`src/rtl/mbx_pkg.sv`:
```
package mbx_pkg;

    localparam int MBX_NUM   = 4;
    localparam int MBX_BYTES = 4;
    localparam int MBX_DW    = MBX_BYTES * 8;
    localparam int MBX_AW    = 4;
    localparam int MBX_FW    = MBX_NUM * MBX_BYTES;

    // decoded port access
    typedef struct packed {
        logic out_sel;
        logic in_sel;
        logic stat_sel;
        logic out_wr;
        logic in_rd;
        logic ctrl_wr;
    } mbx_req_t;

    // 4-bit group of byte flags for one mailbox
    function automatic logic [MBX_BYTES-1:0] mbx_nibble(
        input logic [MBX_FW-1:0] flags,
        input int unsigned       idx
    );
        return flags[idx*MBX_BYTES +: MBX_BYTES];
    endfunction

endpackage

```
`src/rtl/mbx_edge_sync.sv`:
```
module mbx_edge_sync (
    input  logic clk,
    input  logic rst,
    input  logic async_in,
    output logic rise_pulse
);
    logic s1_q, s2_q, s3_q;

    always_ff @(posedge clk) begin
        if (rst) begin
            s1_q <= 1'b0;
            s2_q <= 1'b0;
            s3_q <= 1'b0;
        end else begin
            s1_q <= async_in;
            s2_q <= s1_q;
            s3_q <= s2_q;
        end
    end

    assign rise_pulse = s2_q & ~s3_q;
endmodule

```
`src/rtl/mbx_port_decode.sv`:
```
module mbx_port_decode
    import mbx_pkg::*;
#(
    parameter int NUM_MBX = MBX_NUM,
    parameter int ADDR_W  = MBX_AW,
    localparam int IDX_W  = $clog2(NUM_MBX)
) (
    input  logic [ADDR_W-1:0] addr,
    input  logic              rd,
    input  logic              wr,
    input  logic              be0,
    input  logic              wd0,
    output mbx_req_t          req,
    output logic [IDX_W-1:0]  idx
);
    localparam logic [ADDR_W-1:0] IN_LO  = ADDR_W'(NUM_MBX);
    localparam logic [ADDR_W-1:0] STAT_A = ADDR_W'(2 * NUM_MBX);
    localparam logic [ADDR_W-1:0] CTRL_A = ADDR_W'(2 * NUM_MBX + 1);

    always_comb begin
        req.out_sel  = (addr < IN_LO);
        req.in_sel   = (addr >= IN_LO) && (addr < STAT_A);
        req.stat_sel = (addr == STAT_A);
        req.out_wr   = wr && req.out_sel;
        req.in_rd    = rd && req.in_sel;
        req.ctrl_wr  = wr && (addr == CTRL_A) && be0 && wd0;
    end

    // NUM_MBX is a power of two, so the low address bits select the mailbox
    assign idx = addr[IDX_W-1:0];
endmodule

```
`src/rtl/mbx_direction.sv`:
```
module mbx_direction
    import mbx_pkg::*;
#(
    parameter int NUM_MBX   = MBX_NUM,
    parameter int BYTES     = MBX_BYTES,
    parameter bit XL_ENABLE = 1'b0,
    localparam int IDX_W    = $clog2(NUM_MBX),
    localparam int DW       = BYTES * 8,
    localparam int FW       = NUM_MBX * BYTES
) (
    input  logic                           clk,
    input  logic                           rst,
    input  logic                           wr_en,
    input  logic [IDX_W-1:0]               wr_idx,
    input  logic [BYTES-1:0]               wr_be,
    input  logic [DW-1:0]                  wr_data,
    input  logic                           clr_en,
    input  logic [IDX_W-1:0]               clr_idx,
    input  logic [BYTES-1:0]               clr_be,
    input  logic                           gclr,
    input  logic                           xl_pulse,
    input  logic [7:0]                     xl_data,
    output logic [NUM_MBX-1:0][DW-1:0]     data_q,
    output logic [FW-1:0]                  flags_q
);
    for (genvar m = 0; m < NUM_MBX; m++) begin : g_mbx
        for (genvar b = 0; b < BYTES; b++) begin : g_byte
            localparam bit IS_XL = XL_ENABLE && (m == NUM_MBX - 1) && (b == BYTES - 1);

            logic [7:0] byte_q;
            logic       full_q;
            logic       wr_hit, xl_hit, set_hit, clr_hit;

            assign wr_hit  = wr_en && (wr_idx == IDX_W'(m)) && wr_be[b];
            assign xl_hit  = IS_XL && xl_pulse;
            assign set_hit = wr_hit || xl_hit;
            assign clr_hit = gclr || (clr_en && (clr_idx == IDX_W'(m)) && clr_be[b]);

            always_ff @(posedge clk) begin
                if (rst) begin
                    byte_q <= 8'h00;
                end else if (xl_hit) begin
                    byte_q <= xl_data;
                end else if (wr_hit) begin
                    byte_q <= wr_data[b*8 +: 8];
                end
            end

            // a set in the same cycle as a clear keeps the flag
            always_ff @(posedge clk) begin
                if (rst) begin
                    full_q <= 1'b0;
                end else if (set_hit) begin
                    full_q <= 1'b1;
                end else if (clr_hit) begin
                    full_q <= 1'b0;
                end
            end

            assign data_q[m][b*8 +: 8] = byte_q;
            assign flags_q[m*BYTES + b] = full_q;
        end
    end
endmodule

```
`src/rtl/mbx_bank_top.sv`:
```
module mbx_bank_top
    import mbx_pkg::*;
#(
    parameter int NUM_MBX = MBX_NUM,
    parameter int BYTES   = MBX_BYTES,
    parameter int ADDR_W  = MBX_AW,
    localparam int IDX_W  = $clog2(NUM_MBX),
    localparam int DW     = BYTES * 8,
    localparam int FW     = NUM_MBX * BYTES
) (
    input  logic              clk,
    input  logic              rst,
    input  logic [ADDR_W-1:0] a_addr,
    input  logic [BYTES-1:0]  a_be,
    input  logic              a_rd,
    input  logic              a_wr,
    input  logic [DW-1:0]     a_wdata,
    output logic [DW-1:0]     a_rdata,
    input  logic [ADDR_W-1:0] b_addr,
    input  logic [BYTES-1:0]  b_be,
    input  logic              b_rd,
    input  logic              b_wr,
    input  logic [DW-1:0]     b_wdata,
    output logic [DW-1:0]     b_rdata,
    input  logic              ext_en,
    input  logic              ext_strobe,
    input  logic [7:0]        ext_data
);
    mbx_req_t              a_req, b_req;
    logic [IDX_W-1:0]      a_idx, b_idx;
    logic [NUM_MBX-1:0][DW-1:0] ab_data, ba_data;
    logic [FW-1:0]         flags_ab, flags_ba;
    logic                  strobe_rise, xl_pulse, gclr;

    mbx_port_decode #(.NUM_MBX(NUM_MBX), .ADDR_W(ADDR_W)) u_dec_a (
        .addr(a_addr), .rd(a_rd), .wr(a_wr), .be0(a_be[0]), .wd0(a_wdata[0]),
        .req(a_req), .idx(a_idx)
    );

    mbx_port_decode #(.NUM_MBX(NUM_MBX), .ADDR_W(ADDR_W)) u_dec_b (
        .addr(b_addr), .rd(b_rd), .wr(b_wr), .be0(b_be[0]), .wd0(b_wdata[0]),
        .req(b_req), .idx(b_idx)
    );

    mbx_edge_sync u_xsync (
        .clk(clk), .rst(rst), .async_in(ext_strobe), .rise_pulse(strobe_rise)
    );

    assign xl_pulse = strobe_rise && ext_en;
    assign gclr     = a_req.ctrl_wr || b_req.ctrl_wr;

    // A outgoing / B incoming
    mbx_direction #(.NUM_MBX(NUM_MBX), .BYTES(BYTES), .XL_ENABLE(1'b0)) u_dir_ab (
        .clk(clk), .rst(rst),
        .wr_en(a_req.out_wr), .wr_idx(a_idx), .wr_be(a_be), .wr_data(a_wdata),
        .clr_en(b_req.in_rd), .clr_idx(b_idx), .clr_be(b_be),
        .gclr(gclr), .xl_pulse(1'b0), .xl_data(8'h00),
        .data_q(ab_data), .flags_q(flags_ab)
    );

    // B outgoing / A incoming, with the external byte path
    mbx_direction #(.NUM_MBX(NUM_MBX), .BYTES(BYTES), .XL_ENABLE(1'b1)) u_dir_ba (
        .clk(clk), .rst(rst),
        .wr_en(b_req.out_wr), .wr_idx(b_idx), .wr_be(b_be), .wr_data(b_wdata),
        .clr_en(a_req.in_rd), .clr_idx(a_idx), .clr_be(a_be),
        .gclr(gclr), .xl_pulse(xl_pulse), .xl_data(ext_data),
        .data_q(ba_data), .flags_q(flags_ba)
    );

    always_comb begin
        a_rdata = '0;
        if (a_req.out_sel) begin
            a_rdata = ab_data[a_idx];
        end else if (a_req.in_sel) begin
            a_rdata = ba_data[a_idx];
        end else if (a_req.stat_sel) begin
            a_rdata[FW-1:0]    = flags_ab;
            a_rdata[2*FW-1:FW] = flags_ba;
        end
    end

    always_comb begin
        b_rdata = '0;
        if (b_req.out_sel) begin
            b_rdata = ba_data[b_idx];
        end else if (b_req.in_sel) begin
            b_rdata = ab_data[b_idx];
        end else if (b_req.stat_sel) begin
            b_rdata[FW-1:0]    = flags_ba;
            b_rdata[2*FW-1:FW] = flags_ab;
        end
    end
endmodule

```
`config.mk`:
```
export PLATFORM = sky130hd
export DESIGN_NAME = mbx_bank_top
export DESIGN_NICKNAME = d
export VERILOG_FILES = /design/src/rtl/mbx_pkg.sv /design/src/rtl/mbx_edge_sync.sv /design/src/rtl/mbx_port_decode.sv /design/src/rtl/mbx_direction.sv /design/src/rtl/mbx_bank_top.sv
export SDC_FILE = /design/constraint.sdc
export NUM_CORES = 1
export LEC_CHECK = 0
export BUFFER_PORTS_ARGS = -buffer_cell sky130_fd_sc_hd__buf_2
export CAP_MARGIN = 15
export CORE_ASPECT_RATIO = 0.9
export CORE_UTILIZATION = 60
export DETAILED_ROUTE_END_ITERATION = 10
export GPL_ROUTABILITY_DRIVEN = 0
export PLACE_DENSITY = 0.81
export SLEW_MARGIN = 20
export SYNTH_ARGS = -nofsm -noshare
export SYNTH_HDL_FRONTEND = slang
export SYNTH_HIERARCHICAL = 1
export SYNTH_SLANG_ARGS = --single-unit
```
`constraint.sdc`:
```
create_clock -name clk -period 3 [get_ports clk]
set_clock_uncertainty 0.2 [all_clocks]
set_input_delay 0.6 -clock clk [delete_from_list [all_inputs] [get_ports clk]]
set_output_delay 0.6 -clock clk [all_outputs]
set_load 0.02 [all_outputs]
```
# ---- Word-level counts from Yosys, hierarchy flattened
# Cells that the tools add are included.
dict set report word_totals {
  elab_cells 329
  out_inout_bits 64
  reg_bits 291
}
dict set report op_classes {
  mux 80
  n_reduce_logical 162
  eq_ne 10
  magnitude_cmp 8
  n_bitwise 2
}
# operator count
set ops {}
lappend ops {{$mux W32} 10}
lappend ops {{$bmux W32 S2} 4}
lappend ops {{$logic_and A1 B1 Y1} 93}
lappend ops {{$reduce_bool A2 Y1} 33}
lappend ops {{$mux W1} 64}
lappend ops {{$logic_or A1 B1 Y1} 34}
lappend ops {{$eq A4 B4 Y1 const B} 4}
lappend ops {{$mux W8} 2}
lappend ops {{$eq A2 B2 Y1 const B} 4}
lappend ops {{$ge A4 B3 Y1 const B} 2}
lappend ops {{$lt A4 B3 Y1 const B} 2}
lappend ops {{$lt A4 B4 Y1 const B} 2}
lappend ops {{$lt A2 B3 Y1 const B} 2}
lappend ops {{$eq A2 B1 Y1 const B} 2}
lappend ops {{$logic_not A2 Y1} 2}
lappend ops {{$and A1 B1 Y1} 1}
lappend ops {{$not A1 Y1} 1}

# ---- Longest topological paths before layout
dict set report logic_depth {
  depth_word 8
  mapped_depth 8
  ltp_nobuf 6
}

# ---- Cells and area by module
# The synthesis kept the hierarchy.
# mod area_each_um2 instances cells_each
set modules_own_cells {}
lappend modules_own_cells {{mbx_direction at u_dir_ab} 6193.4 1 564}
lappend modules_own_cells {{mbx_direction at u_dir_ba} 5592.9 1 671}
lappend modules_own_cells {mbx_bank_top 4604.4 1 457}
lappend modules_own_cells {mbx_port_decode 62.6 2 10}
lappend modules_own_cells {mbx_edge_sync 87.6 1 7}

# ---- Worst setup path before layout
# OpenSTA, ideal clock, no wires.
dict set report synth_path {
  kind {input-to-output}
  from {input port a_addr[1]}
  to {output port a_rdata[10]}
  n_path_buf 2
  arrival_time_ns 2.020
  cell_stages 7
  required_time_ns 2.200
  path_slack_ns 0.180
  path_cell_list {or3b_1 > nor2_1 > nor2b_1 > clkbuf_1 > clkbuf_1 > o2bb2ai_1 > o22a_1}
}
# element line
set synth_lines {}
lappend synth_lines {{from (decl)} mbx_bank_top.sv:13} ;# input logic [ADDR_W-1:0] a_addr,
lappend synth_lines {{to (decl)} mbx_bank_top.sv:18} ;# output logic [DW-1:0] a_rdata,

==> results.toml <==
[synth]
yosys_warnings = 6
synthCells = 1718
syn_area_mm2 = 0.0166
avgSynthCellArea_um2 = 9.66
syn_nets = 1814

[power]
p_leak_nw = 7.58
power_density_mw_per_mm2 = 476
max-vdd-ir-drop_uv = 535

[final_layout]
nets = 1861
n_fill_cell = 2119
syn2layout_area_growth_pct = 11.2
n_antenna_cell = 0
utilization_pct = 68.1
final_cell_count_no_fill = 2140
drive_gt1_share_pct = 19.8
final_cell_mix = "dfxtp_1 (291), mux2i_1 (264), nand2_1 (247)"
layout_commonest_cell = "dfxtp_1"

[sta]
hold_violations = 0
max_freq_mhz = 328
max-slew-margin-rel_pct = 50.5
min_period_ns = 3.05
hold-worst-slack_ns = 0.111
setup_viol = 31
slew_viol_final = 0
fin_crit_sh_pct = 102
setup_tns_ns = -0.573
fin_ws_ns = -0.0513
tightest_slew_ns = 0.743

[routing]
viasPerCell = 6.74
drcViolationCount = 0
ant_nets = 0
wire_per_inst_um = 24.3
drt_iter0_drc = 2322
drt-total-wl_mm = 52.1
num_vias = 14400
first_pass_iters = 6

[clocking]
cts_hold_buf = 0
cts_buffers = 31
cts_tree = "done"
cts.path.max_buffers = 3
numClockSinks = 291
root_buffer = "clkbuf_16"
clkSlewWorstSetupHoldPaths_ns = 0.06
htreeDepth = 1
clock_latency_ns = 0.56

[setup_path]
worstPathCellList = "buf_2 -> or3b_4 -> nor2_1 -> nor2b_4 -> buf_12 -> o2bb2ai_1 -> o22a_1 -> buf_2"
r2r_cells = 6
path_depth = 8
worstSetupPathType = "in2out"
slowest_stage = "or3b_4"
r2r-start = "u_xsync/s2_q"
crit_arrival_ns = 2.25
critPathLaunchType = "input port"
worstPathMaxFanout = 16
startpoint = "a_addr[1]"
critPathTopFamily = "simple AND/OR/NAND/NOR gates"
r2r_slack_ns = 0.90
r2r_end = "u_dir_ba/g_mbx[3].g_byte[3].byte_q[5]"
cp_common_cell = "buf_2"
crit_path_end_kind = "output pin"
required_ns = 2.20
crit_end = "a_rdata[15]"
critPathBufInv = 3
crit_path_max_incr_delay_ns = 0.40

[die]
die_x_um = 177
start_util_pct = 61.3
core_mm2 = 0.0271
ios = 160
die_y_um = 160
row_count = 57
dieArea_mm2 = 0.0283

[global_routing]
grt_pass1_wl_mm = 78.1
antenna_found_initial = 4
grt_usage_pct = 35.6
grt_max_degree = 124
first_global_vias = 13300
overflow = 0

[hold_path]
hold_path_class = "in2reg"

[status]
status = "complete, but fails checks"
violations = "negative setup slack"

[place]
place_inst = 2083
portBuffers = 159
place_ws_ns = 0.0412
hpwl_mm = 35.9

[job]
cap_viol_max_count = 0
[routing by layer]
layer,global-route usage (%),share of wire [%],routed length (um)
met1,51.8,41,21200
met2,50.0,42,22000
met3,8.79,12,6460
met4,14.8,4.6,2410
met5,0,0.036,19
[power breakdown]
| part | total, W | leakage, nW | switching, W | internal, W |
|---|---|---|---|---|
| sequential | 0.00394 | 2.35 | 0.0000387 | 0.00390 |
| combinational | 0.000940 | 4.72 | 0.000564 | 0.000376 |
| clock | 0.00390 | 0.513 | 0.00159 | 0.00231 |
[worst register-to-register path: cells and delay by family (launching register included)]
family | cells | cell delay, ns
and+or+nand+nor | 3 | 0.73
AOI/OAI and AO/OA | 2 | 0.50
DFF | 1 | 0.32
buffers and inverters | 1 | 0.24
[through the flow]
stage	power [W]	cell area, um2
finish	0.00878	18500
global route	0.00900	18500
CTS	0.00874	18300
detailed placement	0.00492	17300
global placement	0.00491	17300
floorplan	0.00461	16600
[how the worst min path moves through the flow]
stage	start	to	slack, ns	cells past startpoint
after CTS	ext_strobe	u_xsync/s1_q	0.09	2
after global placement	u_xsync/s1_q	u_xsync/s2_q	0.22	1
after floorplan	u_xsync/s1_q	u_xsync/s2_q	0.21	1
final	b_wdata[1]	u_dir_ba/g_mbx[1].g_byte[0].byte_q[1]	0.11	3
after detailed placement	u_xsync/s1_q	u_xsync/s2_q	0.23	1
after global routing	b_wdata[3]	u_dir_ba/g_mbx[2].g_byte[0].byte_q[3]	0.11	3
[area by class of cell]
| class | count | area, um2 | share of cell area (%) |
|---|---|---|---|
| Multi-Input combinational cell | 1223 | 9570 | 51.8 |
| Timing Repair Buffer | 211 | 1580 | 8.54 |
| Tap cell | 354 | 443 | 2.40 |
| Sequential cell | 291 | 5830 | 31.5 |
| Inverter | 7 | 26.3 | 0.142 |
| Clock buffer | 43 | 891 | 4.82 |
| Clock inverter | 11 | 134 | 0.725 |
[registers in the layout (all words and copies together), names as in the netlist]
signal and count:
u_dir_ab/g_mbx.g_byte.byte_q 128, u_dir_ab/g_mbx.g_byte.full_q 16, u_dir_ba/g_mbx.g_byte.byte_q 128, u_dir_ba/g_mbx.g_byte.full_q 16, u_xsync/s1_q 1, u_xsync/s2_q 1
u_xsync/s3_q 1
[repair_timing]
item | CTS | global route
resized for setup | 0 | 25
buffers inserted | 0 | 1
setup endpoints to repair | 0 | 15
Note: power is estimated with default switching activity, not from simulation.
